`config.mk`:
```
export PLATFORM = sky130hd
export DESIGN_NAME = escroute_sel
export DESIGN_NICKNAME = d
export VERILOG_FILES = /design/src/rtl/rsel_pkg.sv /design/src/rtl/rsel_pick.sv /design/src/rtl/rsel_rr_arb.sv /design/src/rtl/rsel_in_ctrl.sv /design/src/rtl/escroute_sel.sv
export SDC_FILE = /design/constraint.sdc
export NUM_CORES = 1
export LEC_CHECK = 0
export ABC_CLOCK_PERIOD_IN_PS = 7000
export BUFFER_PORTS_ARGS = -buffer_cell sky130_fd_sc_hd__buf_2
export CORE_AREA = 2 2 329 364
export CTS_CLUSTER_SIZE = 12
export DETAILED_ROUTE_END_ITERATION = 10
export DIE_AREA = 0 0 331 366
export GPL_TIMING_DRIVEN = 1
export PLACE_DENSITY = 0.51
export SKIP_LAST_GASP = 1
export SLEW_MARGIN = 40
export SYNTH_ARGS = -nofsm -noshare
export SYNTH_HDL_FRONTEND = slang
export SYNTH_HIERARCHICAL = 1
export SYNTH_SLANG_ARGS = --single-unit
```
`constraint.sdc`:
```
create_clock -name clk -period 7 [get_ports clk]
set_input_delay 1.05 -clock clk [delete_from_list [all_inputs] [get_ports clk]]
set_output_delay 1.05 -clock clk [all_outputs]
set_load 0.02 [all_outputs]
```
`src/rtl/rsel_pkg.sv`:
```
package rsel_pkg;
    typedef enum logic [1:0] {
        FL_HEAD   = 2'b00,
        FL_BODY   = 2'b01,
        FL_TAIL   = 2'b10,
        FL_SINGLE = 2'b11
    } flit_kind_e;

    typedef enum logic {
        ST_IDLE = 1'b0,
        ST_HOLD = 1'b1
    } in_state_e;

    localparam logic VC_ADAPT = 1'b0;
    localparam logic VC_ESC   = 1'b1;
endpackage

```
`src/rtl/rsel_pick.sv`:
```
module rsel_pick #(
    parameter int NPORT = 5,
    parameter int NODES = 8,
    parameter int ID_W  = 3,
    parameter int PW    = 3
) (
    input  logic [ID_W-1:0]        dest,
    input  logic                   locked,
    input  logic [NODES*NPORT-1:0] sp_tbl,
    input  logic [NODES*NPORT-1:0] ud_tbl,
    input  logic [2*NPORT-1:0]     ovc_busy,
    output logic                   cand_ok,
    output logic [PW-1:0]          cand_port,
    output logic                   cand_vc
);
    logic [NPORT-1:0] sp_row, ud_row, sp_free, ud_free;
    logic             sp_hit, ud_hit;
    logic [PW-1:0]    sp_sel, ud_sel;

    always_comb begin
        sp_row = sp_tbl[int'(dest)*NPORT +: NPORT];
        ud_row = ud_tbl[int'(dest)*NPORT +: NPORT];
        for (int p = 0; p < NPORT; p++) begin
            sp_free[p] = sp_row[p] && !ovc_busy[2*p];
            ud_free[p] = ud_row[p] && !ovc_busy[2*p+1];
        end
        sp_hit = 1'b0;
        ud_hit = 1'b0;
        sp_sel = '0;
        ud_sel = '0;
        for (int p = NPORT-1; p >= 0; p--) begin
            if (sp_free[p]) begin
                sp_hit = 1'b1;
                sp_sel = PW'(p);
            end
            if (ud_free[p]) begin
                ud_hit = 1'b1;
                ud_sel = PW'(p);
            end
        end
        // adaptive class first, escape class as fallback; locked packets skip adaptive
        if (!locked && sp_hit) begin
            cand_ok   = 1'b1;
            cand_port = sp_sel;
            cand_vc   = rsel_pkg::VC_ADAPT;
        end else if (ud_hit) begin
            cand_ok   = 1'b1;
            cand_port = ud_sel;
            cand_vc   = rsel_pkg::VC_ESC;
        end else begin
            cand_ok   = 1'b0;
            cand_port = '0;
            cand_vc   = rsel_pkg::VC_ADAPT;
        end
    end
endmodule

```
`src/rtl/rsel_rr_arb.sv`:
```
module rsel_rr_arb #(
    parameter int N = 5
) (
    input  logic         clk,
    input  logic         rst_n,
    input  logic [N-1:0] req,
    output logic [N-1:0] gnt
);
    localparam int IW = (N > 1) ? $clog2(N) : 1;

    logic [IW-1:0] ptr, ptr_nxt;
    logic          found;

    always_comb begin
        gnt     = '0;
        found   = 1'b0;
        ptr_nxt = ptr;
        for (int k = 0; k < N; k++) begin
            int idx;
            idx = (int'(ptr) + k) % N;
            if (!found && req[idx]) begin
                found   = 1'b1;
                gnt[idx] = 1'b1;
                ptr_nxt = (idx == N-1) ? '0 : IW'(idx + 1);
            end
        end
    end

    always_ff @(posedge clk or negedge rst_n) begin
        if (!rst_n) ptr <= '0;
        else        ptr <= ptr_nxt;
    end

    AST_GRANT_WHEN_ASKED: assert property (@(posedge clk) disable iff (!rst_n)
        (req != '0) |-> ($countones(gnt) == 1));
    AST_GRANT_TO_ASKER: assert property (@(posedge clk) disable iff (!rst_n)
        ((gnt & ~req) == '0));
endmodule

```
`src/rtl/rsel_in_ctrl.sv`:
```
module rsel_in_ctrl #(
    parameter int PW = 3
) (
    input  logic          clk,
    input  logic          rst_n,
    input  logic          vld,
    input  logic [1:0]    kind,
    input  logic          cand_ok,
    input  logic [PW-1:0] cand_port,
    input  logic          cand_vc,
    input  logic          won,
    output logic          want,
    output logic          fwd,
    output logic [PW-1:0] fwd_port,
    output logic          fwd_vc,
    output logic          alloc,
    output logic          rel,
    output logic [PW-1:0] hold_port,
    output logic          hold_vc
);
    import rsel_pkg::*;

    in_state_e     state, state_nxt;
    logic [PW-1:0] port_q;
    logic          vc_q;
    logic          is_head, is_single, is_body, is_tail;

    assign is_head   = (kind == FL_HEAD);
    assign is_single = (kind == FL_SINGLE);
    assign is_body   = (kind == FL_BODY);
    assign is_tail   = (kind == FL_TAIL);

    always_ff @(posedge clk or negedge rst_n) begin
        if (!rst_n) begin
            state  <= ST_IDLE;
            port_q <= '0;
            vc_q   <= 1'b0;
        end else begin
            state <= state_nxt;
            if (alloc) begin
                port_q <= cand_port;
                vc_q   <= cand_vc;
            end
        end
    end

    always_comb begin
        want      = 1'b0;
        fwd       = 1'b0;
        fwd_port  = '0;
        fwd_vc    = 1'b0;
        alloc     = 1'b0;
        rel       = 1'b0;
        state_nxt = state;
        unique case (state)
            ST_IDLE: begin
                want     = vld && (is_head || is_single) && cand_ok;
                fwd      = want && won;
                fwd_port = cand_port;
                fwd_vc   = cand_vc;
                alloc    = fwd && is_head;
                if (alloc) state_nxt = ST_HOLD;
            end
            ST_HOLD: begin
                fwd      = vld && (is_body || is_tail);
                fwd_port = port_q;
                fwd_vc   = vc_q;
                rel      = fwd && is_tail;
                if (rel) state_nxt = ST_IDLE;
            end
            default: state_nxt = ST_IDLE;
        endcase
    end

    assign hold_port = port_q;
    assign hold_vc   = vc_q;

    AST_IDLE_NO_STRAY: assert property (@(posedge clk) disable iff (!rst_n)
        (state == ST_IDLE && vld && (is_body || is_tail)) |-> !fwd);
    AST_HOLD_SAME_PATH: assert property (@(posedge clk) disable iff (!rst_n)
        (alloc ##1 (fwd && state == ST_HOLD)) |->
            (fwd_port == $past(cand_port) && fwd_vc == $past(cand_vc)));
endmodule

```
`src/rtl/escroute_sel.sv`:
```
module escroute_sel #(
    parameter int NPORT = 5,
    parameter int NODES = 8,
    parameter int ID_W  = $clog2(NODES),
    parameter int PW    = $clog2(NPORT)
) (
    input  logic                   clk,
    input  logic                   rst_n,
    input  logic [NPORT-1:0]       in_valid,
    input  logic [2*NPORT-1:0]     in_kind,
    input  logic [ID_W*NPORT-1:0]  in_dest,
    input  logic [NPORT-1:0]       in_on_esc,
    input  logic [NODES*NPORT-1:0] sp_table,
    input  logic [NODES*NPORT-1:0] ud_table,
    output logic [NPORT-1:0]       out_fwd,
    output logic [PW*NPORT-1:0]    out_port,
    output logic [NPORT-1:0]       out_vc
);
    localparam int NOVC = 2 * NPORT;
    localparam int OW   = $clog2(NOVC);

    logic [NOVC-1:0]  ovc_busy;
    logic [NOVC-1:0]  ovc_set, ovc_clr;
    logic [NPORT-1:0] want, won, alloc, rel, cand_ok, cand_vc, hold_vc;
    logic [PW-1:0]    cand_port [NPORT];
    logic [PW-1:0]    hold_port [NPORT];
    logic [OW-1:0]    tgt_ov    [NPORT];
    logic [OW-1:0]    own_ov    [NPORT];
    logic [NPORT-1:0] ovc_req   [NOVC];
    logic [NPORT-1:0] ovc_gnt   [NOVC];

    for (genvar i = 0; i < NPORT; i++) begin : g_in
        logic locked;
        logic [PW-1:0] fport;
        logic fvc, ffwd;
        assign locked = (i != 0) && in_on_esc[i];

        rsel_pick #(.NPORT(NPORT), .NODES(NODES), .ID_W(ID_W), .PW(PW)) u_pick (
            .dest      (in_dest[i*ID_W +: ID_W]),
            .locked    (locked),
            .sp_tbl    (sp_table),
            .ud_tbl    (ud_table),
            .ovc_busy  (ovc_busy),
            .cand_ok   (cand_ok[i]),
            .cand_port (cand_port[i]),
            .cand_vc   (cand_vc[i])
        );

        rsel_in_ctrl #(.PW(PW)) u_ctrl (
            .clk       (clk),
            .rst_n     (rst_n),
            .vld       (in_valid[i]),
            .kind      (in_kind[2*i +: 2]),
            .cand_ok   (cand_ok[i]),
            .cand_port (cand_port[i]),
            .cand_vc   (cand_vc[i]),
            .won       (won[i]),
            .want      (want[i]),
            .fwd       (ffwd),
            .fwd_port  (fport),
            .fwd_vc    (fvc),
            .alloc     (alloc[i]),
            .rel       (rel[i]),
            .hold_port (hold_port[i]),
            .hold_vc   (hold_vc[i])
        );

        assign out_fwd[i]             = ffwd;
        assign out_port[i*PW +: PW]   = fport;
        assign out_vc[i]              = fvc;
        assign tgt_ov[i] = OW'(int'(cand_port[i]) * 2 + int'(cand_vc[i]));
        assign own_ov[i] = OW'(int'(hold_port[i]) * 2 + int'(hold_vc[i]));

        AST_ESC_STAYS_ESC: assert property (@(posedge clk) disable iff (!rst_n)
            (locked && in_valid[i] && ffwd) |-> (fvc == 1'b1));
        AST_GRANT_ONLY_FREE: assert property (@(posedge clk) disable iff (!rst_n)
            alloc[i] |-> !ovc_busy[tgt_ov[i]]);
        AST_ALLOC_MARKS_BUSY: assert property (@(posedge clk) disable iff (!rst_n)
            alloc[i] |=> ovc_busy[$past(tgt_ov[i])]);
        AST_STALL_NO_FWD: assert property (@(posedge clk) disable iff (!rst_n)
            (in_valid[i] && !cand_ok[i] && in_kind[2*i +: 2] == 2'b00 && !ovc_busy[own_ov[i]])
                |-> !ffwd);
    end

    always_comb begin
        for (int v = 0; v < NOVC; v++) begin
            for (int i = 0; i < NPORT; i++) begin
                ovc_req[v][i] = want[i] && (int'(tgt_ov[i]) == v);
            end
        end
    end

    for (genvar v = 0; v < NOVC; v++) begin : g_arb
        rsel_rr_arb #(.N(NPORT)) u_arb (
            .clk   (clk),
            .rst_n (rst_n),
            .req   (ovc_req[v]),
            .gnt   (ovc_gnt[v])
        );
    end

    always_comb begin
        won     = '0;
        ovc_set = '0;
        ovc_clr = '0;
        for (int v = 0; v < NOVC; v++) won = won | ovc_gnt[v];
        for (int i = 0; i < NPORT; i++) begin
            if (alloc[i]) ovc_set[tgt_ov[i]] = 1'b1;
            if (rel[i])   ovc_clr[own_ov[i]] = 1'b1;
        end
    end

    always_ff @(posedge clk or negedge rst_n) begin
        if (!rst_n) ovc_busy <= '0;
        else        ovc_busy <= (ovc_busy & ~ovc_clr) | ovc_set;
    end

    AST_RELEASE_FREES: assert property (@(posedge clk) disable iff (!rst_n)
        (ovc_clr != '0 && (ovc_clr & ovc_set) == '0) |=> ((ovc_busy & $past(ovc_clr)) == '0));
endmodule

```
==> results.md, run 1 <==
- Yosys top cell area share: 13.9%
- Avg WL per Cell: 19.7 µm
- CTS tree: yes
- Synth-to-layout area growth: 28.4%
- CP startpoint kind: input port
- TritonRoute pass-1 iters: 6
- Max Fclk: 135 MHz
- Clk Latency, worst-skew pair: 400 ps
- Post-DP HPWL: 107 mm
- Final hold vios: 0
- FF+latch area: 0.00163 mm²
- Core footprint: 0.117 mm²
- Post-CTS Hold Buffers: 0
- DP Cell Count: 6581
- Via-per-instance ratio: 5.75
- WP data required: 5950 ps
- Routability Congestion: 0.961
- Die W: 331 µm
- Largest net degree at the start of global routing: 51
- Total CTS buffers: 9
- Yosys top cell by area: ha_1
- WS Path Type: in2out
- Final setup margin: -420 ps
- DR vias: 38600
- Seq/Total Area, Yosys: 4.65%
- Max-slew violation count: 0
- Fin crit period: 7420 ps
- Cell Area, Synth: 0.0350 mm²
- Multi-input gate area: 0.0327 mm²
- Met3 Use GR: 1.69%
- Routed WL: 133 mm
- Critical Path End Type: output port
- Die H: 366 µm
- RSZ-0062 raised after global routing: yes
- Detailed Route Iter0 Violations: 2780
- Clock-pin slew on the worst setup and hold paths: 70 ps
- # H-tree levels: 3
- Most Used Layer, Global Route: met2
- Synth warnings: 6
- Outcome: finished with violations
- EDFF count, synth: 0
- CP max FO: 7
- Synth area leaders: ha_1, mux4_2, dfrtp_1
- Final Skew: 18.3 ps
- GR Layer Usage met2: 35.6%
- Synth Area per Inst: 7.80 µm²
- Buffers added on ports: 140
- Share of cells above drive strength 1: 33.3%
- Setup Viol. Count Final: 7
- First-pass GRT wire length: 206 mm
- Tot GR Track Use: 20.9%
- Arrival @ worst endpoint: 6370 ps
- Setup TNS: -1710 ps
- Leading cell types in the layout, fill and taps excluded: buf_4, ha_1, inv_1, nand2_1, nor2_1
- Grt met1 use: 27.9%
- Flop and latch count out of synthesis: 65
- Diodes inserted: 0
- Cells after Synth: 4482
- Ys async rst share: 100%
- Root Buffer: clkbuf_16
- Place WS: -1570 ps
- Maxcap violations: 0
- Hold Path Class: reg2reg
- Final period util: 106%
- Total Nets Final: 5675
- Filler instances: 12200
- Clk buf depth: 2
- Vias in the first global route: 37100
- Detail Route Antenna Nets: 0
- Commonest non-fill, non-tap cell in the layout: buf_4
- IO Count: 142
- Worst Tran Pin Value: 944 ps
- Grt total ovfl: 0
- Worst slew margin: 36.4%
- # rows: 132
- Yosys cell types: 96
- Failing checks: negative setup slack
- Initial Utilization: 29.8%
- Die ar.: 0.121 mm²
- Non-Filler Instances: 6714
- Ys flop type: dfrtp_1
- Initial antenna violation count: 0
- Clk sinks: 65
- Drc violations: 0
[critical path: stages]
cell	delay (ps)
buf_8	90
buf_12	130
mux4_2	500
mux2_4	320
o2bb2ai_4	140
o21ba_4	250
o41ai_4	390
buf_4	190
buf_6	110
nand3b_1	150
buf_4	140
nor2_4	60
mux2i_2	220
a2111oi_2	100
mux2_4	290
o211ai_1	310
and2_4	250
nand3b_1	110
o211ai_1	160
nor4_4	540
nand3_4	130
and4bb_2	270
a21oi_4	190
nor2b_4	90
buf_6	140
[cells by family after synthesis]
family                     after synthesis  synth area share (%)
buffers and inverters                  579                  7.50
and+or+nand+nor                       1658                  27.2
xor gates and xnor gates               110                  3.72
adders and majority gates              390                  13.9
AOI/OAI and AO/OA                     1309                  27.9
DFF                                     65                  4.65
muxes                                  370                  15.1
other                                    1                0.0107
[stage by stage]
step / hold WS [ps] / util, % / area (µm²)
6_report: 584 / 38.3 / 44900
3_3_place_gp: 554 / 35.4 / 41500
4_1_cts: 582 / 37.4 / 43900
3_5_place_dp: 565 / 35.4 / 41500
2_1_floorplan: 521 / - / 35000
5_1_grt: 595 / 38.3 / 44900
[cell usage after synthesis (60+ instances only)]
master and count:
nor4_1 80, a31oi_1 60, o31ai_1 83, o21a_1 65
nand4_1 60, mux2i_1 160, nor2_1 261, mux4_2 110
o21ai_0 142, buf_2 104, inv_1 300, ha_1 390
nand2b_1 78, dfrtp_1 65, nor3_1 118, a211oi_1 85
nor2b_1 62, nand2_1 302, o211ai_1 112, a21oi_1 211
mux2_2 80, o22ai_1 91, xnor2_1 70, nand3_1 188
[final timing paths]
kind / from / to / slack [ps] / cells past startpoint
worst max-delay path: in_dest[4] / out_fwd[4] / -420 / 25
worst min-delay path: g_in[2].u_ctrl/hold_port[1] / g_in[2].u_ctrl/hold_port[1] / 580 / 1
worst max register to register: g_arb[5].u_arb/ptr[2] / ovc_busy[2] / 50 / 28
worst min register to register: g_in[2].u_ctrl/hold_port[1] / g_in[2].u_ctrl/hold_port[1] / 580 / 1
max in group asynchronous: rst_n / g_in[4].u_ctrl/hold_port[2] / 5450 / 2
min in group asynchronous: rst_n / g_arb[4].u_arb/ptr[0] / 600 / 1
[metal layers]
layer,up-vias,routed length (µm)
met2,1037,63500
met4,0,3820
met5,-,0
li1,18600,-
met1,18800,59700
met3,179,5480
[layout make-up]
type	count	area share, %
repair buffers	899	15.6
clock buffers	9	0.501
inverters	350	2.93
flip-flops and latches	65	3.62
clock inverters	7	0.187
multi-input cells	3843	72.9
well taps	1541	4.29
[state kept, by name, indices dropped and copies added (netlist names)]
name	count
g_in.u_ctrl/hold_port	15
ovc_busy	10
g_in.u_ctrl/hold_vc	5
g_in.u_ctrl/state	5
g_arb.u_arb/ptr	30
[repair_timing]
| item | CTS | global route |
|---|---|---|
| setup buffers | 95 | 31 |
| gates cloned | 1 | 1 |
| pin swaps | 115 | 106 |
| gates resized for setup | 290 | 164 |
| endpoints found under the hold margin | 0 | 0 |
| setup endpoints to repair | 19 | 17 |
Power of run 1 is left out: the tool's default activity adds up to more than one toggle a clock period on the data nets, which glitch-free logic cannot reach.
==> run 2, diff against run 1 <==
Settings changed: SETUP_SLACK_MARGIN set to 0.2.
==> run 2 against run 1 <==
Compared with the run above: the run still ends with negative setup slack left; via count shrank 0.81%; critical endpoint is now out_fwd[0]; die area did not move; critical path type unchanged; first-iteration DRC count shrank 4.2%; largest cell class unchanged; clock-buffer cell count rose by 1; flip-flop and latch count unchanged.
==> results.md, run 2 (synthesis gave the netlist of run 1 again) <==
- Outcome: finished with violations
- Failing checks: negative setup slack
- Hold Path Class: reg2reg
- CTS tree: yes
- Clk Latency, worst-skew pair: 400 ps
- Drc violations: 0
- Final Skew: 23.8 ps
- Max reg flops: 30
- Worst Reg-to-Reg Cells: 28
- Critical Path End Type: output port
- Initial antenna violation count: 1
- Maxcap violations: 0
- Root Buffer: clkbuf_16
- Vias in the first global route: 36800
- Grt total ovfl: 0
- WS Path Type: in2out
- Detailed Route Iter0 Violations: 2663
- End point of the critical path: out_fwd[0]
- Worst slew margin: 38.2%
- Diodes inserted: 0
- Die H: 366 µm
- Total CTS buffers: 9
- Final setup margin: -338 ps
- Clk sinks: 65
- IO Count: 142
- Die ar.: 0.121 mm²
- R2r setup slk: 540 ps
- WP data required: 5950 ps
- Fin crit period: 7340 ps
- Worst Tran Pin Value: 918 ps
- Total Nets Final: 5656
- Final period util: 105%
- Routed WL: 133 mm
- First-pass GRT wire length: 207 mm
- Most frequent cell on the critical path: buf_4
- CP startpoint kind: input port
- Top reg by flops: g_arb.u_arb/ptr
- CP max FO: 6
- Buffers added on ports: 140
- Routability Congestion: 0.938
- RSZ-0062 raised after global routing: yes
- Hold_sp: g_in[4].u_ctrl/hold_port[2]
- Critical R2R Launch: g_arb[4].u_arb/ptr[1]
- Final hold vios: 0
- Largest net degree at the start of global routing: 45
- Worst Hold Depth: 1
- Slowest stage cell, crit path: mux4_2
- Initial Utilization: 29.8%
- Commonest non-fill, non-tap cell in the layout: buf_4
- TritonRoute pass-1 iters: 8
- Arrival @ worst endpoint: 6290 ps
- Via-per-instance ratio: 5.72
- Reg-to-Reg End: ovc_busy[2]
- Final core occ: 38.0%
- Tot GR Track Use: 21.0%
- # rows: 132
- Clock-pin slew on the worst setup and hold paths: 80 ps
- Avg WL per Cell: 19.9 µm
- Clk buf depth: 2
- Max incr delay on CP: 500 ps
- Filler instances: 12200
- Post-DP HPWL: 108 mm
- DR vias: 38300
- Max Fclk: 136 MHz
- Hold_ws: 587 ps
- Leading cell types in the layout, fill and taps excluded: buf_4, ha_1, inv_1, nand2_1, nor2_1
- Share of cells above drive strength 1: 32.6%
- Core footprint: 0.117 mm²
- Die W: 331 µm
- Setup crit start: in_dest[1]
- Synth-to-layout area growth: 27.3%
- Max-slew violation count: 0
- # H-tree levels: 3
- Detail Route Antenna Nets: 0
- Setup Viol. Count Final: 5
run 2: repair_timing:
item | CTS | global route
pin swaps | 71 | 102
gates cloned | 2 | 2
gates resized for setup | 230 | 169
hold buffers | 0 | 0
setup buffers | 52 | 41
endpoints found under the setup margin | 22 | 14
run 2: cell type report:
class,instances,area [µm²],area share (%)
flip-flops and latches,65,1630,3.65
clock inverters,6,97.6,0.219
well taps,1541,1930,4.33
clock buffers,10,239,0.537
inverters,350,1310,2.95
multi-input cells,3843,32500,72.9
repair buffers,880,6860,15.4
run 2: per-layer routing:
metal / up-vias / routed length (µm) / share of wire (%) / GRT usage (%)
met1: 18500 / 59500 / 45 / 28.0
met3: 187 / 5860 / 4.4 / 1.54
met5: - / 0 / 0 / 0
met2: 1066 / 63700 / 48 / 35.7
li1: 18600 / - / - / -
met4: 0 / 3970 / 3.0 / 6.43
run 2: through the flow:
| stage | cell area, µm² | worst slack [ps] | cells | setup TNS, ps |
|---|---|---|---|---|
| finish | 44500 | -338 | 6695 | -1540 |
| global route | 44500 | -573 | 6695 | -2530 |
| CTS | 43300 | -358 | 6652 | -1650 |
| detailed placement | 41500 | -1240 | 6582 | -14000 |
| global placement | 41500 | -1250 | 6582 | -14430 |
| floorplan | 35000 | 211 | 4487 | 0 |
run 2: worst max-delay path, delay by kind of cell:
kind | cells | cell delay [ps]
compound gates | 6 | 1200
mux | 4 | 1330
buf+inv | 9 | 1260
simple gates | 9 | 1420
run 2: worst min-delay path by stage:
stage | endpoint | slack (ps)
after detailed placement | g_in[2].u_ctrl/hold_port[1] | 560
final | g_in[4].u_ctrl/hold_port[2] | 590
after global placement | g_in[0].u_ctrl/hold_port[1] | 560
after floorplan | g_in[4].u_ctrl/hold_port[2] | 520
after global routing | g_in[4].u_ctrl/hold_port[2] | 610
after CTS | g_in[4].u_ctrl/hold_port[2] | 580
Power of run 2 is left out for the same reason.
